===== config.mk =====
export PLATFORM = sky130hd
export DESIGN_NAME = copy_fill_engine
export DESIGN_NICKNAME = d
export VERILOG_FILES = /design/src/rtl/cfe_pkg.sv /design/src/rtl/cfe_param_slots.sv /design/src/rtl/cfe_fetch_bank.sv /design/src/rtl/cfe_xfer.sv /design/src/rtl/copy_fill_engine.sv
export SDC_FILE = /design/constraint.sdc
export NUM_CORES = 1
export LEC_CHECK = 0
export ABC_AREA = 1
export BUFFER_PORTS_ARGS = -buffer_cell sky130_fd_sc_hd__buf_4
export CELL_PAD_IN_SITES_DETAIL_PLACEMENT = 0
export CELL_PAD_IN_SITES_GLOBAL_PLACEMENT = 1
export CORE_MARGIN = 1
export CORE_UTILIZATION = 35
export CTS_BUF_LIST = sky130_fd_sc_hd__clkbuf_4 sky130_fd_sc_hd__clkbuf_8
export DETAILED_ROUTE_END_ITERATION = 12
export GPL_ROUTABILITY_DRIVEN = 0
export GPL_TIMING_DRIVEN = 1
export PLACE_DENSITY_LB_ADDON = 0.1
export SLEW_MARGIN = 20
export SYNTH_ARGS = -nofsm -noshare
export SYNTH_HDL_FRONTEND = slang
export SYNTH_HIERARCHICAL = 1
export SYNTH_SLANG_ARGS = --single-unit
export TNS_END_PERCENT = 50

===== constraint.sdc =====
create_clock -name clk -period 1.9 [get_ports clk]
set_clock_uncertainty 0.05 [all_clocks]
set_input_delay 0 -clock clk [delete_from_list [all_inputs] [get_ports clk]]
set_output_delay 0 -clock clk [all_outputs]
set_load 0.02 [all_outputs]

===== src/rtl/cfe_pkg.sv =====
package cfe_pkg;
  localparam int BYTE_W  = 8;
  localparam int N_SLOTS = 4;
  localparam logic [BYTE_W-1:0] FN_REWIND = 8'h00;
  localparam logic [BYTE_W-1:0] FN_COPY   = 8'h01;
  localparam logic [BYTE_W-1:0] FN_FILL   = 8'h02;
  localparam int SLOT_A0  = 0;
  localparam int SLOT_A1  = 1;
  localparam int SLOT_SEL = 2;
  localparam int SLOT_CNT = 3;
endpackage


===== src/rtl/cfe_param_slots.sv =====
module cfe_param_slots #(
  parameter int NSLOT = 4,
  parameter int DW    = 8,
  localparam int IW   = $clog2(NSLOT)
) (
  input  logic                clk,
  input  logic                rst,
  input  logic                wr_en,
  input  logic [DW-1:0]       wdata,
  input  logic                rewind,
  output logic [NSLOT*DW-1:0] slots_flat,
  output logic [IW-1:0]       idx
);
  logic [DW-1:0] slot_q [NSLOT];

  always_ff @(posedge clk) begin
    if (rst) begin
      idx <= '0;
      for (int i = 0; i < NSLOT; i++) slot_q[i] <= '0;
    end else if (rewind) begin
      idx <= '0;
    end else if (wr_en) begin
      slot_q[idx] <= wdata;
      idx <= (idx == IW'(NSLOT-1)) ? '0 : idx + 1'b1;
    end
  end

  for (genvar g = 0; g < NSLOT; g++) begin : g_flat
    assign slots_flat[g*DW +: DW] = slot_q[g];
  end


  slot_store_chk: assert property (@(posedge clk) disable iff (rst)
    (wr_en && !rewind) |=> (slot_q[$past(idx)] == $past(wdata)));
endmodule


===== src/rtl/cfe_fetch_bank.sv =====
module cfe_fetch_bank #(
  parameter int NF  = 8,
  parameter int AW  = 12,
  localparam int SW = $clog2(NF)
) (
  input  logic          clk,
  input  logic          rst,
  input  logic          we,
  input  logic [SW-1:0] wsel,
  input  logic [AW-1:0] wdata,
  input  logic [SW-1:0] rsel_a,
  output logic [AW-1:0] rdata_a,
  input  logic [SW-1:0] rsel_b,
  output logic [AW-1:0] rdata_b
);
  logic [AW-1:0]    ptr_q [NF];
  logic [NF*AW-1:0] ptr_flat;

  always_ff @(posedge clk) begin
    if (rst) begin
      for (int i = 0; i < NF; i++) ptr_q[i] <= '0;
    end else if (we) begin
      ptr_q[wsel] <= wdata;
    end
  end

  assign rdata_a = ptr_q[rsel_a];
  assign rdata_b = ptr_q[rsel_b];

  for (genvar g = 0; g < NF; g++) begin : g_flat
    assign ptr_flat[g*AW +: AW] = ptr_q[g];
  end


  ptr_hold_chk: assert property (@(posedge clk) disable iff (rst)
    !we |=> $stable(ptr_flat));
endmodule


===== src/rtl/cfe_xfer.sv =====
module cfe_xfer #(
  parameter int ROM_AW = 15,
  parameter int RAM_AW = 12,
  parameter int CNT_W  = 8,
  parameter int DW     = 8
) (
  input  logic              clk,
  input  logic              rst,
  input  logic              start,
  input  logic              is_fill,
  input  logic [ROM_AW-1:0] src,
  input  logic [RAM_AW-1:0] dst,
  input  logic [CNT_W-1:0]  cnt,
  input  logic [DW-1:0]     fill_val,
  output logic [ROM_AW-1:0] rom_addr,
  input  logic [DW-1:0]     rom_rdata,
  output logic              ram_we,
  output logic [RAM_AW-1:0] ram_waddr,
  output logic [DW-1:0]     ram_wdata,
  output logic              busy
);
  logic              issuing, rd_vld, fill_q;
  logic [CNT_W-1:0]  left;
  logic [ROM_AW-1:0] rd_ptr;
  logic [RAM_AW-1:0] wr_ptr;
  logic [DW-1:0]     val_q;

  always_ff @(posedge clk) begin
    if (rst) begin
      issuing   <= 1'b0;
      rd_vld    <= 1'b0;
      fill_q    <= 1'b0;
      left      <= '0;
      rd_ptr    <= '0;
      wr_ptr    <= '0;
      val_q     <= '0;
      ram_we    <= 1'b0;
      ram_waddr <= '0;
      ram_wdata <= '0;
    end else begin
      if (start && !busy && cnt != '0) begin
        issuing <= 1'b1;
        left    <= cnt;
        rd_ptr  <= src;
        wr_ptr  <= dst;
        fill_q  <= is_fill;
        val_q   <= fill_val;
      end else if (issuing) begin
        rd_ptr <= rd_ptr + 1'b1;
        left   <= left - 1'b1;
        if (left == CNT_W'(1)) issuing <= 1'b0;
      end
      rd_vld <= issuing;
      ram_we <= rd_vld;
      if (rd_vld) begin
        ram_waddr <= wr_ptr;
        ram_wdata <= fill_q ? val_q : rom_rdata;
        wr_ptr    <= wr_ptr + 1'b1;
      end
    end
  end

  assign rom_addr = rd_ptr;
  assign busy     = issuing | rd_vld | ram_we;


  consec_write_chk: assert property (@(posedge clk) disable iff (rst)
    (ram_we && $past(ram_we)) |-> (ram_waddr == $past(ram_waddr) + 1'b1));

  consec_read_chk: assert property (@(posedge clk) disable iff (rst)
    (issuing && $past(issuing)) |-> (rom_addr == $past(rom_addr) + 1'b1));

  busy_cause_chk: assert property (@(posedge clk) disable iff (rst)
    $rose(busy) |-> $past(start));

  no_idle_write_chk: assert property (@(posedge clk) disable iff (rst)
    (!busy) |=> !ram_we);
endmodule


===== src/rtl/copy_fill_engine.sv =====
module copy_fill_engine
  import cfe_pkg::*;
#(
  parameter int ROM_AW    = 15,
  parameter int RAM_AW    = 12,
  parameter int NUM_FETCH = 8,
  localparam int FSEL_W   = $clog2(NUM_FETCH)
) (
  input  logic              clk,
  input  logic              rst,
  input  logic              reg_wr,
  input  logic              reg_fn,
  input  logic [7:0]        reg_wdata,
  input  logic              ptr_we,
  input  logic [FSEL_W-1:0] ptr_sel,
  input  logic [RAM_AW-1:0] ptr_wdata,
  input  logic [FSEL_W-1:0] ptr_rd_sel,
  output logic [RAM_AW-1:0] ptr_rd_data,
  output logic [ROM_AW-1:0] rom_addr,
  input  logic [7:0]        rom_rdata,
  output logic              ram_we,
  output logic [RAM_AW-1:0] ram_waddr,
  output logic [7:0]        ram_wdata,
  output logic              busy
);
  localparam int IW = $clog2(N_SLOTS);

  logic                      host_param, host_fn, do_copy, do_fill, rewind;
  logic [N_SLOTS*BYTE_W-1:0] slots_flat;
  logic [IW-1:0]             slot_idx;
  logic [BYTE_W-1:0]         a0, a1, sel_b, cnt_b;
  logic [15:0]               src16;
  logic [RAM_AW-1:0]         eng_ptr;
  logic                      unused_bits;

  assign host_param = reg_wr && !reg_fn && !busy;
  assign host_fn    = reg_wr &&  reg_fn && !busy;
  assign do_copy    = host_fn && (reg_wdata == FN_COPY);
  assign do_fill    = host_fn && (reg_wdata == FN_FILL);
  assign rewind     = do_copy || do_fill || (host_fn && reg_wdata == FN_REWIND);

  cfe_param_slots #(.NSLOT(N_SLOTS), .DW(BYTE_W)) u_slots (
    .clk(clk), .rst(rst), .wr_en(host_param), .wdata(reg_wdata),
    .rewind(rewind), .slots_flat(slots_flat), .idx(slot_idx)
  );

  assign a0    = slots_flat[SLOT_A0*BYTE_W  +: BYTE_W];
  assign a1    = slots_flat[SLOT_A1*BYTE_W  +: BYTE_W];
  assign sel_b = slots_flat[SLOT_SEL*BYTE_W +: BYTE_W];
  assign cnt_b = slots_flat[SLOT_CNT*BYTE_W +: BYTE_W];
  assign src16 = {a1, a0};
  assign unused_bits = ^{src16, sel_b, slot_idx};

  cfe_fetch_bank #(.NF(NUM_FETCH), .AW(RAM_AW)) u_fetch (
    .clk(clk), .rst(rst), .we(ptr_we), .wsel(ptr_sel), .wdata(ptr_wdata),
    .rsel_a(ptr_rd_sel), .rdata_a(ptr_rd_data),
    .rsel_b(sel_b[FSEL_W-1:0]), .rdata_b(eng_ptr)
  );

  cfe_xfer #(.ROM_AW(ROM_AW), .RAM_AW(RAM_AW), .CNT_W(BYTE_W), .DW(BYTE_W)) u_xfer (
    .clk(clk), .rst(rst), .start(do_copy || do_fill), .is_fill(do_fill),
    .src(src16[ROM_AW-1:0]), .dst(eng_ptr), .cnt(cnt_b), .fill_val(a0),
    .rom_addr(rom_addr), .rom_rdata(rom_rdata),
    .ram_we(ram_we), .ram_waddr(ram_waddr), .ram_wdata(ram_wdata), .busy(busy)
  );


  busy_ignore_chk: assert property (@(posedge clk) disable iff (rst)
    (busy && reg_wr) |=> $stable(slot_idx));

  rewind_chk: assert property (@(posedge clk) disable iff (rst)
    (host_fn && reg_wdata == FN_REWIND) |=> (slot_idx == '0));
endmodule


Word level (Yosys, flattened, before mapping)
Memories as Yosys holds them, arrays and structs flattened.
Cells that the tools add are included.
{"block": "word_totals", "regBits": 69, "latchBits": 0, "mem_bits_rw": 128, "rom_bits": 0, "input_bits": 39, "out_inout_bits": 49, "elab_cells": 69, "n_memories": 2}
{"name": "u_fetch.ptr_q", "words": 8, "word_bits": 12, "read_ports": 2, "rd_clocked_by_memory_dff": 0, "write_ports": 8, "line_no": "cfe_fetch_bank.sv:16", "source": "logic [AW-1:0] ptr_q [NF];"}
{"name": "u_slots.slot_q", "words": 4, "word_bits": 8, "read_ports": 4, "rd_clocked_by_memory_dff": 0, "write_ports": 4, "line_no": "cfe_param_slots.sv:14", "source": "logic [DW-1:0] slot_q [NSLOT];"}
{"block": "classes", "add_sub_neg": 4, "n_mul": 0, "div_mod_pow": 0, "magnitude_cmp": 0, "eq_ne": 4, "shift": 0, "muxes": 26, "bitwise_logic": 2, "n_reduce_logical": 20}
{"operator": "12-bit 2-to-1 mux", "n": 3}
{"operator": "8-bit 2-to-1 mux", "n": 4}
{"operator": "15-bit 2-to-1 mux", "n": 2}
{"operator": "8-bit by 1-bit equality test with 1-bit output, second input constant", "n": 2}
{"operator": "15-bit by 1-bit adder with 15-bit output, second input constant", "n": 1}
{"operator": "1-bit 2-to-1 mux", "n": 14}
{"operator": "12-bit by 1-bit adder with 12-bit output, second input constant", "n": 1}
{"operator": "12-bit OR reduction", "n": 1}
{"operator": "1-bit logical AND", "n": 9}
{"operator": "8-bit by 2-bit equality test with 1-bit output, second input constant", "n": 1}
{"operator": "8-bit logical NOT", "n": 1}
{"operator": "8-bit nonzero test", "n": 1}
{"operator": "8-bit OR reduction", "n": 1}
{"operator": "8-bit by 1-bit subtractor with 8-bit output, second input constant", "n": 1}
{"operator": "2-bit 2-to-1 mux", "n": 2}
{"operator": "2-bit nonzero test", "n": 2}
{"operator": "3-bit 2-to-1 mux", "n": 1}
{"operator": "2-bit by 1-bit adder with 2-bit output, second input constant", "n": 1}
{"operator": "2-bit equality test, second input constant", "n": 1}
{"operator": "1-bit logical NOT", "n": 2}
{"operator": "1-bit logical OR", "n": 2}
{"operator": "1-bit OR", "n": 2}
{"operator": "2-bit OR reduction", "n": 1}

Logic depth before layout (Yosys ltp)
{"block": "depth", "depth_word": 12, "mapped_depth": 15, "depth_no_buf": 13}

Cells and area by module
The synthesis kept the hierarchy.
{"mod": "cfe_fetch_bank", "n_inst": 1, "cells_per_inst": 784, "area_each_um2": 5715.5, "seq_area_each_um2": 2882.8}
{"mod": "cfe_xfer", "n_inst": 1, "cells_per_inst": 517, "area_each_um2": 3432.0, "seq_area_each_um2": 1341.3}
{"mod": "cfe_param_slots", "n_inst": 1, "cells_per_inst": 99, "area_each_um2": 1293.7, "seq_area_each_um2": 1001.0}
{"mod": "copy_fill_engine", "n_inst": 1, "cells_per_inst": 17, "area_each_um2": 83.8, "seq_area_each_um2": 0.0}

Worst setup path after synthesis
OpenSTA, ideal clock, no wires.
{"block": "synth_timing", "kind": "reg-to-reg", "start": "reg u_xfer.ram_we", "end": "mem u_slots.slot_q[0][0], enable pin", "setup_ns": 0.329, "arrival_ns": 1.490, "required_time_ns": 1.521, "slack_ns": 0.032, "stages_incl_launch_ff": 9, "path_buffers": 0, "synth_period_minus_slack_ns": 1.868, "cell_sequence": "dfxtp_1 > nor2_4 > nand2_2 > nor2_2 > nand3_2 > nor2_1 > nor2_4 > nand4_2 > nand2_1"}
{"item": "start: declaration", "line_no": "cfe_xfer.sv:17", "source": "output logic ram_we,"}
{"item": "start signal: assignment", "line_no": "cfe_xfer.sv:54", "source": "ram_we <= rd_vld;"}
{"item": "end: declaration", "line_no": "cfe_param_slots.sv:14"}

Worst setup path after layout
{"block": "layout_timing", "start": "reg u_xfer.rd_vld", "end": "reg u_xfer.wr_ptr[0]"}
{"block": "layout_via", "elab_chain_len": 9, "elab_cells_between_ends": 11, "cone_classes": "mux (1); bitwise (2); reduce/logical (8)"}
{"item": "start: declaration", "line_no": "cfe_xfer.sv:22", "source": "logic issuing, rd_vld, fill_q;"}
{"item": "start signal: assignment", "line_no": "cfe_xfer.sv:53", "source": "rd_vld <= issuing;"}
{"item": "1-bit OR (2 in series)", "line_no": "cfe_xfer.sv:64", "source": "assign busy = issuing | rd_vld | ram_we;"}
{"item": "1-bit logical NOT", "line_no": "cfe_xfer.sv:41, copy_fill_engine.sv:37"}
{"item": "1-bit logical AND", "line_no": "copy_fill_engine.sv:37", "source": "assign host_fn = reg_wr && reg_fn && !busy;"}
{"item": "1-bit logical AND (on tied branches)", "line_no": "copy_fill_engine.sv:38, copy_fill_engine.sv:39"}
{"item": "1-bit logical OR", "line_no": "copy_fill_engine.sv:61", "source": ".clk(clk), .rst(rst), .start(do_copy || do_fill), .is_fill(do_fill),"}
{"item": "1-bit logical AND (2 in series)", "line_no": "cfe_xfer.sv:41", "source": "if (start && !busy && cnt != '0) begin"}
{"item": "2-bit nonzero test (no line)"}
{"item": "end signal: assignment", "line_no": "cfe_xfer.sv:45", "source": "wr_ptr <= dst;"}
{"item": "end signal: assignment", "line_no": "cfe_xfer.sv:58", "source": "wr_ptr <= wr_ptr + 1'b1;"}
{"item": "end: declaration", "line_no": "cfe_xfer.sv:25", "source": "logic [RAM_AW-1:0] wr_ptr;"}
Several ways; a longest one is shown, not always the timed one.
A chain may end at the register's enable or synchronous reset.

==> summary.md <==
| Metric | Value |
|---|---|
| Outcome | `completed` |
| Clock period minus worst slack | `approximately 1.8 ns` |
| Commonest non-fill, non-tap cell in the layout | `nand2_1` |
| Global-route wire length before repair | `50.17 mm` |
| Drt pass-1 iters | `5` |
| CTS clock-pin slew for the worst setup and hold paths | `between 0.1 and 0.15 ns` |
| Mapped Avg Cell Area | `about 7.3 um2` |
| Final Hold Vio Count | `0` |
| Die height | `173.7 um` |
| Vias post-DR | `slightly above 9k` |
| Register area | `5047 um2` |
| Boundary Pins | `88` |
| Endpoint class of the critical path | `flip-flop` |
| Post-layout nets | `between 1.5k and 2k` |
| Synth Instances | `roughly 1.4k` |
| Antenna cell count | `0` |
| Hold EP | `u_fetch/ptr_q[0][0]` |
| PwrDens | `approximately 700 nW/um2` |
| R2R Path Start | `u_xfer/rd_vld` |
| Global route overflow | `0` |
| Post-DP Area | `about 12000 um2` |
| Initial antenna violation count | `0` |
| Worst relative slew slack | `0.6913` |
| Core ar. | `around 29000 um2` |
| Share of cells above drive strength 1 | `0.1469` |
| Part of the cycle the worst path needs | `0.9516` |
| R2r setup slk | `about 0.092 ns` |
| Net Count, Synth | `1449` |
| Fin Setup TNS | `0 ns` |
| Critical Path Source | `u_xfer/rd_vld` |
| Post-detailed-routing wire length | `~32 mm` |
| Latest clock arrival within the worst-skew pair | `~0.48 ns` |
| Die area | `30180 um2` |
| CP Class | `flip-flop to flip-flop` |
| Cell Rows | `62` |
| PortBufs | `87` |
| CP max FO | `13` |
| Max-cap violations | `0` |
| Min-Delay Path Depth | `5` |
| Vias/cell | `4.762` |
| CTS tree | `built` |
| Synthesis Warnings | `6` |
| Worst r2r dst | `u_xfer/wr_ptr[0]` |
| Maximum clock frequency | `around 550 MHz` |
| Layout area overhead | `20.08%` |
| Post-route cell area | `~12000 um2` |
| Total GRT Usage | `0.2176` |
| Clk sinks | `around 190` |
| R2R depth | `12` |
| Initial detailed-routing violation count | `around 630` |
| Worst min path class | `input pin to flip-flop` |
| Largest stage delay on the critical path | `0.35 ns` |
| Hold path start | `ptr_sel[0]` |
| Root buf cell | `clkbuf_8` |
| Fillers | `around 3k` |
| Routed len/inst | `16.63 um` |
| Static leakage | `about 5.8 nW` |
| Dpl hpwl | `between 20 and 25 mm` |
| Hold_ws | `0.1223 ns` |
| Critical-path cell list | `nor2_4, nand2_4, nor2_2, nand3_2, nor2_2, inv_2, nor2_4, nand2_8, inv_4, buf_4, nand2_1, a31oi_1` |
| Peak supply drop | `roughly 0.45 mV` |
| RSZ-0062 raised after global routing | `yes` |
| Residual DRC | `0` |
| Overall Power | `around 0.0084 W` |
| CP delay by family, top | `simple AND/OR/NAND/NOR gates` |
| Num CTS Buffers | `17` |
| CTS Buffer Depth | `2` |
| Slew @ Worst Pin | `between 0.4 and 0.5 ns` |
| Worst Path Required | `about 2.3 ns` |
| Final Max Tran Viols | `0` |
| Multi-input gate area | `between 4000 and 5000 um2` |
| Initial Util | `0.3577` |
| Final ANT Viol Nets | `0` |
| CP max-delay cell | `dfxtp_2` |
| Startpoint Class | `flip-flop` |
| Buf+Inv Stages, Crit Path | `3` |
| Number of global-route vias before repair | `8760` |
| Setup-failing EPs final | `0` |
| Pin count of the biggest net entering global routing | `49` |
| Crit path DAT | `between 2 and 2.5 ns` |
| Mapped cell area | `slightly above 10000 um2` |
| Die Wd | `about 170 um` |
| Commonest non-fill, non-tap cells in the layout | `nand2_1 (462), nor2_1 (217), inv_1 (166)` |
| H-tree levels | `4` |
final cells by class:
type | instances | share of cell area
Clock inverter | 13 | 0.009993
Inverter | 177 | 0.05431
Tap cell | 384 | 0.03876
Timing Repair Buffer | 189 | 0.1283
Multi-Input combinational cell | 970 | 0.3409
Clock buffer | 19 | 0.02059
Sequential cell | 191 | 0.4072
worst register-to-register path, delay by kind of cell, from the launching register on:
| kind | cells | cell delay (ns) |
|---|---|---|
| flip-flops | 1 | 0.35 |
| AND/OR/NAND/NOR | 8 | 0.82 |
| buffers and inverters | 3 | 0.42 |
| AO/OA/AOI/OAI | 1 | 0.12 |
power by group:
group / internal [W] / leakage [nW] / switching [W]
sequential: 0.00457 / 1.75 / 0.0000662
combinational: 0.000394 / 3.90 / 0.000734
clock: 0.00102 / 0.199 / 0.00165
total: 0.00599 / 5.84 / 0.00245
stage by stage:
stage,setup WS (ns),utilization,cells
global route,-0.01164,0.4295,1943
global placement,0.03493,0.4003,1872
finish,0.09192,0.4295,1943
CTS,0.01256,0.4246,1936
floorplan,0.03156,-,1405
detailed placement,-0.02067,0.4003,1872
worst max path at each step:
stage | to | slack (ns) | cells past startpoint
3_5_place_dp | u_xfer/wr_ptr[0] | -0.02 | 12
5_1_grt | u_xfer/rom_addr[5] | -0.01 | 13
4_1_cts | u_slots/slot_q[3][0] | 0.01 | 10
3_3_place_gp | u_xfer/wr_ptr[0] | 0.03 | 12
6_report | u_xfer/wr_ptr[0] | 0.09 | 12
2_1_floorplan | u_slots/slot_q[0][0] | 0.03 | 8
sequential cells by signal (all words and copies together) (netlist names):
signal	count
u_xfer/issuing	1
u_xfer/fill_q	1
u_slots/slot_q	26
u_fetch/ptr_q	96
u_xfer/wr_ptr	12
u_xfer/left	8
u_xfer/ram_we	1
u_slots/idx	2
u_xfer/rd_vld	1
u_xfer/ram_waddr	12
u_xfer/ram_wdata	8
u_xfer/val_q	8
u_xfer/rom_addr	15
repair_timing:
action	CTS	global route
pin swaps	0	2
hold buffers	32	0
buffers inserted	0	6
hold endpoints to repair	135	0
gates resized for setup	1	23
setup endpoints to repair	1	56
cloned	0	1
layer usage:
metal  vias to the layer above  GRT usage  wire length, um
li1                       4697          -                -
met1                      4277     0.3242            16290
met2                       240     0.3280            13880
met3                        38    0.02851             1584
met4                         0    0.05994              554
met5                         -          0                0
Power figures use the tool's default switching activity.
